File: config.mk
export PLATFORM = sky130hd
export DESIGN_NAME = eirq_ctrl
export DESIGN_NICKNAME = d
export VERILOG_FILES = /design/src/rtl/eirq_pkg.sv /design/src/rtl/eirq_qual.sv /design/src/rtl/eirq_prio.sv /design/src/rtl/eirq_ctrl.sv
export SDC_FILE = /design/constraint.sdc
export NUM_CORES = 1
export LEC_CHECK = 0
export CAP_MARGIN = 40
export CORE_ASPECT_RATIO = 1.75
export CORE_MARGIN = 2
export CORE_UTILIZATION = 27
export CTS_CLUSTER_SIZE = 25
export DETAILED_ROUTE_END_ITERATION = 8
export SLEW_MARGIN = 20
export SYNTH_ARGS = -nofsm -noshare
export SYNTH_HDL_FRONTEND = slang
export SYNTH_SLANG_ARGS = --single-unit
export TNS_END_PERCENT = 5
File: constraint.sdc
create_clock -name clk -period 1.3 [get_ports clk]
set_clock_uncertainty 0.15 [all_clocks]
set_input_delay 0.13 -clock clk [delete_from_list [all_inputs] [get_ports clk]]
set_output_delay 0.13 -clock clk [all_outputs]
set_load 0.02 [all_outputs]
File: src/rtl/eirq_pkg.sv
package eirq_pkg;
  typedef enum logic [1:0] {
    REG_EN     = 2'd0,
    REG_FLG    = 2'd1,
    REG_SUBEN  = 2'd2,
    REG_SUBFLG = 2'd3
  } eirq_reg_e;

  localparam int unsigned SUB_PIN = 0;
  localparam int unsigned SUB_CVT = 1;
endpackage

File: src/rtl/eirq_qual.sv
module eirq_qual #(
  parameter int unsigned QUAL = 5
) (
  input  logic clk,
  input  logic rst_n,
  input  logic pin_i,
  output logic fall_o
);
  localparam int unsigned CW = $clog2(QUAL + 1);

  logic          s1_q, s2_q, lvl_q, lvl_d;
  logic [CW-1:0] cnt_q, cnt_d;
  logic          mismatch, hit;

  always_comb begin
    mismatch = s2_q ^ lvl_q;
    hit      = mismatch && (cnt_q == CW'(QUAL - 1));
    lvl_d    = hit ? s2_q : lvl_q;
    if (!mismatch || hit) cnt_d = '0;
    else                  cnt_d = cnt_q + CW'(1);
    fall_o   = hit && !s2_q;
  end

  always_ff @(posedge clk or negedge rst_n) begin
    if (!rst_n) begin
      s1_q  <= 1'b1;
      s2_q  <= 1'b1;
      lvl_q <= 1'b1;
      cnt_q <= '0;
    end else begin
      s1_q  <= pin_i;
      s2_q  <= s1_q;
      lvl_q <= lvl_d;
      cnt_q <= cnt_d;
    end
  end
endmodule

File: src/rtl/eirq_prio.sv
module eirq_prio #(
  parameter int unsigned NV = 4,
  parameter int unsigned VW = 3
) (
  input  logic [NV-1:0] req_i,
  output logic          any_o,
  output logic [VW-1:0] idx_o
);
  always_comb begin
    any_o = |req_i;
    idx_o = '0;
    for (int i = NV - 1; i >= 0; i--) begin
      if (req_i[i]) idx_o = VW'(i);
    end
  end
endmodule

File: src/rtl/eirq_ctrl.sv
module eirq_ctrl #(
  parameter int unsigned N_PIN    = 4,
  parameter int unsigned QUAL_CYC = 5,
  parameter int unsigned DW       = 8,
  parameter int unsigned VW       = 3
) (
  input  logic             clk,
  input  logic             rst_n,
  input  logic [N_PIN-1:0] ext_n_i,
  input  logic             cvt_done_i,
  input  logic             reg_wr_i,
  input  logic [1:0]       reg_addr_i,
  input  logic [DW-1:0]    reg_wdata_i,
  output logic [DW-1:0]    reg_rdata_o,
  input  logic             ack_i,
  input  logic [VW-1:0]    ack_vec_i,
  output logic             irq_req_o,
  output logic [VW-1:0]    irq_vec_o,
  output logic             wake_o
);
  import eirq_pkg::*;

  localparam int unsigned SHV = N_PIN - 1;

  // reset: asynchronous assertion, synchronous release
  logic rst_m_q, rst_s;
  always_ff @(posedge clk or negedge rst_n) begin
    if (!rst_n) begin
      rst_m_q <= 1'b0;
      rst_s   <= 1'b0;
    end else begin
      rst_m_q <= 1'b1;
      rst_s   <= rst_m_q;
    end
  end

  // edge qualification per pin
  logic [N_PIN-1:0] fall;
  for (genvar k = 0; k < N_PIN; k++) begin : g_qual
    eirq_qual #(.QUAL(QUAL_CYC)) u_qual (
      .clk    (clk),
      .rst_n  (rst_s),
      .pin_i  (ext_n_i[k]),
      .fall_o (fall[k])
    );
  end

  logic [N_PIN-1:0] en_q, en_d, flg_q, flg_d, set, sw_clr, ack_clr;
  logic [1:0]       suben_q, suben_d, subflg_q, subflg_d, sub_set, sub_clr;
  logic             we_en, we_flg, we_suben, we_subflg;
  logic [N_PIN-1:0] pend;

  always_comb begin
    we_en     = reg_wr_i && (reg_addr_i == REG_EN);
    we_flg    = reg_wr_i && (reg_addr_i == REG_FLG);
    we_suben  = reg_wr_i && (reg_addr_i == REG_SUBEN);
    we_subflg = reg_wr_i && (reg_addr_i == REG_SUBFLG);
    sw_clr    = we_flg    ? reg_wdata_i[N_PIN-1:0] : '0;
    sub_clr   = we_subflg ? reg_wdata_i[1:0]       : '0;
  end

  for (genvar k = 0; k < N_PIN; k++) begin : g_vec
    if (k == SHV) begin : g_shared
      assign ack_clr[k] = 1'b0;
      assign set[k]     = |(subflg_q & suben_q);
    end else begin : g_plain
      assign ack_clr[k] = ack_i && (ack_vec_i == VW'(k));
      assign set[k]     = fall[k];
    end
  end

  always_comb begin
    sub_set           = '0;
    sub_set[SUB_PIN]  = fall[SHV];
    sub_set[SUB_CVT]  = cvt_done_i;
    flg_d    = set | (flg_q & ~sw_clr & ~ack_clr);
    subflg_d = sub_set | (subflg_q & ~sub_clr);
    en_d     = reg_wdata_i[N_PIN-1:0];
    suben_d  = reg_wdata_i[1:0];
    pend     = flg_q & en_q;
  end

  always_ff @(posedge clk or negedge rst_s) begin
    if (!rst_s) begin
      en_q     <= '0;
      flg_q    <= '0;
      suben_q  <= '0;
      subflg_q <= '0;
    end else begin
      if (we_en)    en_q    <= en_d;
      if (we_suben) suben_q <= suben_d;
      flg_q    <= flg_d;
      subflg_q <= subflg_d;
    end
  end

  eirq_prio #(.NV(N_PIN), .VW(VW)) u_prio (
    .req_i (pend),
    .any_o (irq_req_o),
    .idx_o (irq_vec_o)
  );

  assign wake_o = irq_req_o;

  always_comb begin
    case (reg_addr_i)
      REG_EN:    reg_rdata_o = DW'(en_q);
      REG_FLG:   reg_rdata_o = DW'(flg_q);
      REG_SUBEN: reg_rdata_o = DW'(suben_q);
      default:   reg_rdata_o = DW'(subflg_q);
    endcase
  end

  logic unused_wdata;
  assign unused_wdata = ^reg_wdata_i;
endmodule

* Word level (Yosys, flattened, before mapping)
Cells that the tools add are included.
** Storage, ports and cells
- Register bits :: 38
- Logic and storage cells :: 91
** Operators by class
- Add/subtract/negate cells :: 4
- Eq/ne operators :: 9
- Muxes and demuxes :: 11
- Bitwise gates (word level) :: 14
- Reductions and logical operators :: 31
** Operators with widths (number)
- 1-bit logical AND :: 15
- 3-bit by 1-bit adder with 3-bit output, second input constant :: 4
- 4-bit bitwise AND :: 3
- 3-bit equality test, second input constant :: 4
- 3-bit 2-to-1 mux :: 4
- 4-bit one-hot mux with 3 select lines :: 1
- 2-bit 2-to-1 mux :: 5
- 1-bit logical NOT :: 8
- 2-bit bitwise AND :: 2
- 2-bit equality test, second input constant :: 2
- 1-bit logical OR :: 4
- 4-bit 2-to-1 mux :: 1
- 3-bit inverter with 4-bit output :: 1
- 4-bit inverter :: 1
- 4-bit OR :: 1
- 4-bit OR reduction :: 1
- 1-bit bitwise XOR :: 4
- 3-bit by 1-bit equality test with 1-bit output, second input constant :: 1
- 3-bit by 2-bit equality test with 1-bit output, second input constant :: 1
- 3-bit logical NOT :: 1
- 2-bit by 1-bit equality test with 1-bit output, second input constant :: 1
- 2-bit logical NOT :: 1
- 2-bit inverter :: 1
- 2-bit OR :: 1
- 2-bit OR reduction :: 1

* Longest topological paths before layout
Gate-level depths: netlist of the first run.
- Word-level depth :: 7
- Mapped depth :: 5

* Modules after synthesis
From an unflattened synthesis of the first run, not the netlist that was laid out.
** Second synthesis, totals
- Cell total of the unflattened synthesis :: 143
- Area, all modules :: 1823.0 sq um
** Modules (own cells, without submodules)
- eirq_qual :: times used 4, cells an instance 19, area each 254.0 sq um, sequential area each 153.9 sq um
- eirq_ctrl :: times used 1, cells an instance 58, area each 760.7 sq um, sequential area each 350.3 sq um
- eirq_prio :: times used 1, cells an instance 9, area each 46.3 sq um, sequential area each 0.0 sq um

* Worst setup path before layout of the first run
Ideal clock, no wire load.
- Path kind :: register to output
- Start :: register en_q[3]
- End :: output port wake_o
- Data arrival time :: 0.980 ns
- Required time :: 1.020 ns
- Setup slack :: 0.040 ns
- Stages on the path, launching flop included :: 4
- Buffers on the path :: 1
- Cells stage by stage :: dfrtp_1 > a22oi_1 > nand2_1 > buf_4
** On the way
- Longest elaborated chain between the ends :: 2
** RTL lines
- from (decl) :: RTL line eirq_ctrl.sv:48 : logic [N_PIN-1:0] en_q, en_d, flg_q, flg_d, set, sw_clr, ack_clr;
- from (signal assigned) :: RTL line eirq_ctrl.sv:90 : if (we_en) en_q <= en_d;
- 4-bit bitwise AND :: RTL line eirq_ctrl.sv:80 : pend = flg_q & en_q;
- 4-bit OR reduction :: RTL line eirq_prio.sv:10 : any_o = |req_i;
- to (decl) :: RTL line eirq_ctrl.sv:19 : output logic wake_o
Every way passes these cells.

* Worst setup path in the final report of the first run
- Start :: register flg_q[1]
- End :: output port reg_rdata_o[1]
** On the way
- Longest elaborated chain between the ends :: 1
** RTL lines
- from (decl) :: RTL line eirq_ctrl.sv:48
- from (signal assigned) :: RTL line eirq_ctrl.sv:92 : flg_q <= flg_d;
- 4-bit one-hot mux with 3 select lines :: RTL line eirq_ctrl.sv:106 : case (reg_addr_i)
- to (decl) :: RTL line eirq_ctrl.sv:14 : output logic [DW-1:0] reg_rdata_o,
Every way passes these cells.

==> metrics.txt, run 1 <==
status finished with violations; failing checks negative setup slack; vias in the first global route 1212; initial antenna violation count 0; setup_tns -1.303 ns; gr usage total 0.09477; Port-buffer cells 25; Final Max Slew Viols 0; hpwl dp 2362 um; Netlist cell types 29; CTS sink cnt 38; Filler cells roughly 650; Ys Warns 0; Reg clk slew, reported paths ~0.050 ns; Core Box Area 6441 sq um; Tot Pwr 4.062 mW; wire length per cell 11.39 um; flop-to-flop setup slack 0.06 ns; drt first pass iters 4; synthesis-stage register bit count 38; Vias/cell 4.374; Initial Utilization 0.2747; Final GP Congestion 0.7746; slowest cell on the critical path mux4_2; peak supply drop about 0.65 mV; CP Max Fanout 4; Inserted Clock Buffers 5; pwr dens 1707 nW/um^2; Lkg Pwr 1.028 nW; root buffer cell clkbuf_16; fin nets 220; Avg Cell Area, Syn 12.37 sq um; first-pass GRT wire length roughly 5300 um; Required @ worst endpoint 1.02 ns; RSZ-0062 raised after global routing yes; H-tree depth 2; Horiz. Die Dim 65.19 um; Final Instance Count excl. Fillers 273; Max Cap Viol 0; post-route cell area 2380 sq um; sequential fraction of the synthesis area 0.5460; storage element area 965.9 sq um; fmax 621.8 MHz; final hold violations 0; GRT overflow 0; vias around 1200; final wirelength 3109 um; reg2reg path depth 5; Routed Antenna Nets 0; Reg-to-Reg End g_qual[2].u_qual.cnt_q[1]$_DFF_PN0_; netlist area before placement 1769 sq um; crit path cell chain mux4_2 -> buf_6; row cnt 39; Post-Syn Instances between 100 and 150; Tmin final between 1.5 and 2 ns; FF-to-FF Start g_qual[2].u_qual.cnt_q[0]$_DFF_PN0_; WS Path Type flop to output port; Core Util, Final 0.3695; die area 7242 sq um; largest net degree at the start of global routing 21; CP bufs+invs 1; Multi-input gate area ~740 sq um; layout cell share with drive strength beyond 1 0.3613; Hold WS 0.05498 ns; critical path data arrival time 1.33 ns; Worst Setup End Kind output port; Placement Cell Area 2205 sq um; dpl cells 263; number of DRC markers in iteration 0 33; DRC Markers 0; CTS tree built; Skew-Pair Late Insertion Delay approximately 0.28 ns; dpl ws -0.7476 ns; Final WS setup -0.3081 ns; startpoint type of the worst setup path flop; Die Span Y 111.1 um; CP max stage delay 0.48 ns; final setup vio count 8; Ant. Diodes 0; I/O pin count 35; Longest Clk Path Bufs 2; Worst Hold Class flop to async pin; area grow syn2layout 34.51%; Final Cycle Share 1.237; cell family with the largest share of critical-path delay multiplexers
-- worst max path at each step --
| stage | from | end | slack, ns | cells past startpoint |
|---|---|---|---|---|
| after CTS | en_q[1]$_DFFE_PN0P_ | reg_rdata_o[1] | -0.31 | 2 |
| after floorplan | rst_s$_DFF_PN0_ | en_q[0]$_DFFE_PN0P_ | 0.04 | 0 |
| final | flg_q[1]$_DFF_PN0_ | reg_rdata_o[1] | -0.31 | 2 |
| after detailed placement | reg_addr_i[1] | reg_rdata_o[0] | -0.75 | 3 |
| after global routing | en_q[1]$_DFFE_PN0P_ | reg_rdata_o[1] | -0.34 | 2 |
| after global placement | reg_addr_i[1] | reg_rdata_o[0] | -0.75 | 3 |
-- cells in the mapped netlist --
| master | number | area [sq um] |
|---|---|---|
| nor3b_4 | 1 | 18.77 |
| nand2b_1 | 5 | 31.28 |
| a222oi_1 | 1 | 10.01 |
| a211oi_1 | 3 | 22.52 |
| ha_1 | 8 | 100.1 |
| a21oi_1 | 3 | 15.01 |
| o21ai_0 | 4 | 20.02 |
| a21o_1 | 1 | 7.510 |
| dfstp_2 | 12 | 315.3 |
| mux2i_1 | 4 | 40.04 |
| nand4b_1 | 4 | 35.03 |
| nand3b_1 | 1 | 7.510 |
| conb_1 | 2 | 7.510 |
| mux4_1 | 1 | 26.28 |
| mux4_2 | 1 | 22.52 |
| nor2b_1 | 1 | 6.260 |
| nor3b_1 | 3 | 22.52 |
| nand2_1 | 7 | 26.28 |
| xnor2_1 | 4 | 35.03 |
| mux2_2 | 10 | 112.6 |
| dfrtp_1 | 26 | 650.6 |
| inv_1 | 13 | 48.80 |
| buf_4 | 8 | 60.06 |
| a32oi_1 | 1 | 8.760 |
| o311ai_0 | 3 | 26.28 |
| nand4_1 | 2 | 12.51 |
| nor2_1 | 8 | 30.03 |
| and3b_1 | 4 | 35.03 |
| a22oi_1 | 2 | 15.01 |
-- worst register-to-register path: cells and delay by family (launching register included) --
kind | cells | cell delay (ns)
simple gates | 2 | 0.22
fa+ha+maj | 1 | 0.17
buf+inv | 2 | 0.19
flops | 1 | 0.40
-- cell families (layout without fill, tap and decap cells) --
logic type	after synthesis	in the layout	synth area share
compound gates	18	18	0.07072
mux	16	16	0.1139
other cells	2	6	0.004245
xor+xnor	4	4	0.01980
fa+ha+maj	8	8	0.05658
simple gates	36	36	0.1273
flops	38	38	0.5460
buf+inv	21	65	0.06153
-- layout make-up --
class                   instances  area share
clock buffers                   7     0.05994
clock inverters                 1    0.002103
inverters                      13     0.02050
multi-input cells              88      0.3102
flip-flops and latches         38      0.4059
well taps                      82     0.04311
repair buffers                 44      0.1583
-- routing by layer --
metal | track usage | up-vias | routed length, um
met5 | 0 | - | 0
met4 | 0.05417 | 0 | 41
met3 | 0.02132 | 3 | 150
met2 | 0.1619 | 32 | 1649
met1 | 0.1046 | 577 | 1268
li1 | - | 582 | -
-- timing repair --
item	4_1_cts	5_1_grt
hold buffers	1	0
setup buffers	1	0
resized for setup	42	10
pin swaps	0	4
hold endpoints to repair	2	0
endpoints found under the setup margin	20	22
-- state kept, by name (all words and copies together) (netlist names) --
signal and flops:
g_qual.u_qual.cnt_q 12, rst_s 1, rst_m_q 1, suben_q 2
en_q 4, g_qual.u_qual.s1_q 4, subflg_q 2, g_qual.u_qual.s2_q 4
g_qual.u_qual.lvl_q 4, flg_q 4
-- where the power goes --
part	switching, mW	internal (mW)
Clock	0.430	0.759
Sequential	0.198	1.49
Combinational	0.519	0.663
-- layout by cell type, fill, tap and decap left out, drive strengths merged --
cell and n:
nand3b 1, xnor2 4, buf 25, nand2 7
dlygate4sd3 1, dfstp 12, mux4 2, a22oi 2
dlygate4sd2 2, clkdlybuf4s50 15, nand2b 5, conb 6
nand4 2, clkbuf 7, mux2i 4, a222oi 1
nand4b 4, a211oi 3, clkdlybuf4s15 1, ha 8
o311ai 3, dfrtp 26, nor2b 1, a32oi 1
o21ai 4, nor2 8, mux2 10, inv 13
a21oi 3, and3b 4, clkinv 1, a21o 1
nor3b 4
Power figures use the tool's default switching activity.
==> run 2: changes to the inputs <==
- ABC_CLOCK_PERIOD_IN_PS: not set -> 1300
- CORE_ASPECT_RATIO: 1.75 -> 1.2
- SYNTH_HIERARCHICAL: not set -> 1
==> run 2 against run 1 <==
- the run still ends with negative setup slack left
- clock power is 31% lower
- synthesized cell count stayed put
- non-clock buffer count is 1 lower
- global-route usage is 0.37 points higher
- sequential cell count stayed put
- combinational power is 6% higher
- die area is 2.6% higher
- count of clock-buffer cells in the layout is 1 lower
- largest power group unchanged
==> metrics.txt, run 2 <==
final wirelength roughly 3400 um; Final Instance Count excl. Fillers 273; Initial Utilization 0.2811; CTS sink cnt 38; final hold violations 0; pwr dens approximately 1500 nW/um^2; Final Max Slew Viols 0; CTS tree built; number of DRC markers in iteration 0 25; dpl cells 263; fmax 623.0 MHz; first-pass GRT wire length 5678 um; startpoint type of the worst setup path flop; synthesis-stage register bit count 38; root buffer cell clkbuf_8; Ant. Diodes 0; max reg flops 12; Skew-Pair Late Insertion Delay 0.28 ns; area grow syn2layout 36.10%; row cnt 32; Worst Hold Class primary input to flop; Core Util, Final 0.3825; commonest non-fill, non-tap cell in the layout dfrtp_1; Vias/cell approximately 4.4; Longest Clk Path Bufs 2; wire length per cell 12.40 um; commonest non-fill, non-tap cells in the layout dfrtp_1, buf_4, dfstp_2, clkdlybuf4s50_1, mux2_2; initial antenna violation count 0; Top FF cell, synth dfrtp_1; hpwl dp 2390 um; most frequent cell after synthesis dfrtp_1; Biggest register g_qual.u_qual/cnt_q; cell taking the most area after synthesis dfrtp_1; final setup vio count 12; Reg clk slew, reported paths 0.07 ns; Die Span Y 94.01 um; Final WS setup -0.3051 ns; die area 7428 sq um; DRC Markers 0; sequential fraction of the synthesis area 0.5299; Netlist cell types 33; RSZ-0062 raised after global routing yes; vias 1198; top post-synthesis cells by count dfrtp_1, dfstp_2, mux2_2; Tot Pwr 3.769 mW; Avg Cell Area, Syn between 10 and 15 sq um; peak supply drop ~0.81 mV; storage element area 965.9 sq um; failing checks negative setup slack; Post-Syn Instances 143; Core Box Area 6486 sq um; Final Cycle Share 1.235; Worst Setup End Kind output port; drt first pass iters 4; Horiz. Die Dim 79.01 um; Lkg Pwr between 1 and 1.5 nW; vias in the first global route ~1300; H-tree depth 2; netlist area before placement 1823 sq um; Filler cells 665; Synth area leaders dfrtp_1, dfstp_2, mux2_2, ha_1, buf_4; Routed Antenna Nets 0; largest net degree at the start of global routing 35; post-synth top area share 0.3569; Tmin final about 1.6 ns; asr flop ratio synth 1.000; fin nets around 220; Multi-input gate area 889.6 sq um; gr usage total 0.09845; critical path data arrival time 1.33 ns; status finished with violations; layout cell share with drive strength beyond 1 0.4734; Port-buffer cells 25; EDFF count, synth 0; Max Cap Viol 0; Required @ worst endpoint 1.02 ns; Ys Warns 6; GRT overflow 0; Inserted Clock Buffers 5; WS Path Type flop to output port; CP Max Fanout 3; I/O pin count 35; Final GP Congestion 0.7463
## run 2: cell types whose count changed after synthesis, moves of 3 or more
cell / previous run / this run
nor2_1: 8 / 4
o21ai_0: 4 / 0
or3b_1: 0 / 4
and2_1: 0 / 4
inv_1: 13 / 9
o311ai_0: 3 / 0
## run 2: worst paths after layout
kind,from,endpoint,slack (ns),depth (start not counted)
min reg2reg,rst_s$_DFF_PN0_,g_qual[3].u_qual/s2_q$_DFF_PN1_,0.12,0
min,ext_n_i[3],g_qual[3].u_qual/s1_q$_DFF_PN1_,0.1,1
max in group asynchronous,rst_n,rst_s$_DFF_PN0_,0.50,2
max,flg_q[0]$_DFF_PN0_,reg_rdata_o[0],-0.31,2
min in group asynchronous,rst_s$_DFF_PN0_,g_qual[3].u_qual/s2_q$_DFF_PN1_,0.12,0
max reg2reg,g_qual[3].u_qual/cnt_q[0]$_DFF_PN0_,g_qual[3].u_qual/cnt_q[2]$_DFF_PN0_,-0.04,3
## run 2: through the flow
step	setup WS [ns]	hold WS (ns)	cell area [sq um]	setup TNS (ns)
after floorplan	-0.02313	-0.3156	1839	-0.02313
after global placement	-0.7574	0.1180	2260	-8.073
after detailed placement	-0.7586	0.1264	2260	-8.191
after CTS	-0.3282	0.08294	2396	-1.870
after global routing	-0.3393	0.08522	2481	-2.621
final	-0.3051	0.09623	2481	-1.911
## run 2: where the power goes
group | internal, mW | switching [mW]
combinational | 0.691 | 0.556
clock | 0.426 | 0.401
sequential | 1.49 | 0.203
total | 2.61 | 1.16
## run 2: logic make-up (layout without fill, tap and decap cells)
family	after synthesis	after routing	share of synthesized area
xor gates and xnor gates	4	4	0.01922
DFF	38	38	0.5299
and+or+nand+nor	42	42	0.1723
other	3	6	0.006177
muxes	14	14	0.09746
AOI/OAI and AO/OA	16	16	0.06383
adders and majority gates	8	8	0.05491
buffers and inverters	18	60	0.05628
## run 2: critical path, stage by stage, from the launching register on
cell and delay, ns:
dfrtp_1 0.41, mux4_2 0.48, buf_6 0.15
## run 2: repair_timing
action,in CTS,in global routing
buffers inserted,0,1
pin swaps,3,8
endpoints found under the hold margin,2,0
gates resized for setup,59,19
endpoints found under the setup margin,26,22
hold buffers,1,0
## run 2: layer usage
layer,GRT usage,part of all wire
met1,0.1175,0.44
met2,0.1716,0.51
met3,0.02692,0.045
met4,0.03017,0.0071
met5,0,0
## run 2: cell type report
cell class | count | share of cell area
clock buffer | 6 | 0.03328
sequential | 38 | 0.3893
multi-input combinational | 90 | 0.3585
clock inverter | 2 | 0.005043
timing repair buffer | 43 | 0.1573
tap | 85 | 0.04286
inverter | 9 | 0.01362
==> run 3: changes to the inputs <==
- CORE_UTILIZATION: 27 -> 29
==> run 3 against run 2 <==
- the flow still finishes with violations (negative setup slack)
- sequential cell count unchanged
- power up 3.7%
- utilization up 2.7 points
- global-route usage up 0.82 points
- non-clock buffer count up 2
- maximum frequency down 0.20%
- sequential power about the same
- count of clock-buffer cells in the layout down 1
- critical path depth unchanged
- final cell count down 0.37%
- register-to-register slack about the same
- routed wire length down 0.15%
- largest cell class unchanged
==> metrics.txt, run 3 (synthesis results as in run 2) <==
commonest non-fill, non-tap cells in the layout dfrtp_1, buf_4, clkdlybuf4s50_1; Final GP Congestion 0.7267; Filler cells 603; critical path data arrival time approximately 1.3 ns; failing checks negative setup slack; final wirelength 3381 um; gr usage total 0.1067; Longest Clk Path Bufs 2; Biggest register g_qual.u_qual/cnt_q; Required @ worst endpoint between 1 and 1.5 ns; Ant. Diodes 0; largest net degree at the start of global routing 30; Initial Utilization 0.3013; Vias/cell 4.371; Horiz. Die Dim roughly 76 um; Tmin final about 1.6 ns; Core Box Area 6051 sq um; CP max stage delay 0.48 ns; Worst Hold Class flop to async pin; wire length per cell 12.43 um; Worst Setup End Kind output port; Final Instance Count excl. Fillers 272; dpl cells 262; Final WS setup -0.3084 ns; I/O pin count 35; startpoint type of the worst setup path flop; CP Max Fanout 3; status finished with violations; Max Cap Viol 0; dpl ws -0.7573 ns; Port-buffer cells 25; first-pass GRT wire length 5858 um; root buffer cell clkbuf_8; Reg clk slew, reported paths 0.08 ns; fmax roughly 620 MHz; RSZ-0062 raised after global routing yes; H-tree depth 2; final hold violations 0; row cnt 31; crit path cell chain mux4_2 -> buf_6; vias in the first global route 1253; layout cell share with drive strength beyond 1 0.4684; max reg flops 12; Die Span Y 90.85 um; drt first pass iters 5; initial antenna violation count 0; Tot Pwr about 4 mW; Crit. Startpoint suben_q[0]$_DFFE_PN0P_; Core Util, Final 0.4098; final setup vio count 12; DRC Markers 0; number of DRC markers in iteration 0 42; vias between 1000 and 1500; slowest cell on the critical path mux4_2; WS Path Type flop to output port; CTS sink cnt 38; Inserted Clock Buffers 5; hpwl dp 2462 um; Final Max Slew Viols 0; fin nets 219; peak supply drop 0.8620 mV; commonest non-fill, non-tap cell in the layout dfrtp_1; Skew-Pair Late Insertion Delay between 0.2 and 0.3 ns; Lkg Pwr roughly 1.1 nW; Routed Antenna Nets 0; area grow syn2layout 36.03%; CTS tree built; GRT overflow 0; FF-to-FF Start g_qual[0].u_qual/cnt_q[0]$_DFF_PN0_; Multi-input gate area 884.6 sq um; Final Cycle Share 1.237; die area about 6900 sq um; pwr dens 1576 nW/um^2; storage element area 965.9 sq um
-- run 3: through the flow --
stage | instance area (sq um) | hold WS (ns) | setup TNS [ns]
3_5_place_dp | 2258 | 0.02411 | -8.541
6_report | 2480 | 0.008586 | -1.744
3_3_place_gp | 2258 | 0.009072 | -8.241
5_1_grt | 2480 | 0.05013 | -2.605
2_1_floorplan | 1839 | -0.3156 | -0.02313
4_1_cts | 2416 | 0.01850 | -1.932
-- run 3: critical path: cells and delay by family (launching register included) --
kind     cells  cell delay, ns
buf+inv      1            0.15
flops        1            0.40
mux          1            0.48
-- run 3: path summary, 6_finish.rpt --
path / cells after the start / slack (ns) / to
setup / recovery: 2 / -0.31 / reg_rdata_o[0]
hold / removal: 1 / 0.009 / subflg_q[1]$_DFF_PN0_
setup reg to reg: 3 / -0.05 / g_qual[0].u_qual/cnt_q[2]$_DFF_PN0_
hold reg to reg: 1 / 0.009 / subflg_q[1]$_DFF_PN0_
max in group asynchronous: 2 / 0.49 / rst_m_q$_DFF_PN0_
min in group clk: 1 / 0.09 / g_qual[3].u_qual/s1_q$_DFF_PN1_
-- run 3: report_power, final --
part / total (mW) / switching (mW) / internal (mW)
clock network: 0.982 / 0.418 / 0.565
registers: 1.68 / 0.192 / 1.49
logic: 1.24 / 0.553 / 0.688
-- run 3: per-layer routing --
metal	share of wire	track usage	up-vias
met5	0	0	-
met4	0.017	0.04091	0
met3	0.038	0.03200	7
met2	0.52	0.1733	25
met1	0.43	0.1332	583
li1	-	-	574
-- run 3: layout make-up --
class	count	share of cell area
inverters	9	0.01362
well taps	82	0.04137
repair buffers	45	0.1549
flip-flops and latches	38	0.3895
multi-input cells	90	0.3567
clock inverters	3	0.01615
clock buffers	5	0.02775
-- run 3: what timing repair did --
item | 4_1_cts | 5_1_grt
endpoints found under the setup margin | 26 | 20
hold endpoints to repair | 2 | 0
resized for setup | 58 | 14
pin swaps | 6 | 12
hold buffers | 1 | 0
buffers inserted | 1 | 0
gates cloned | 0 | 0
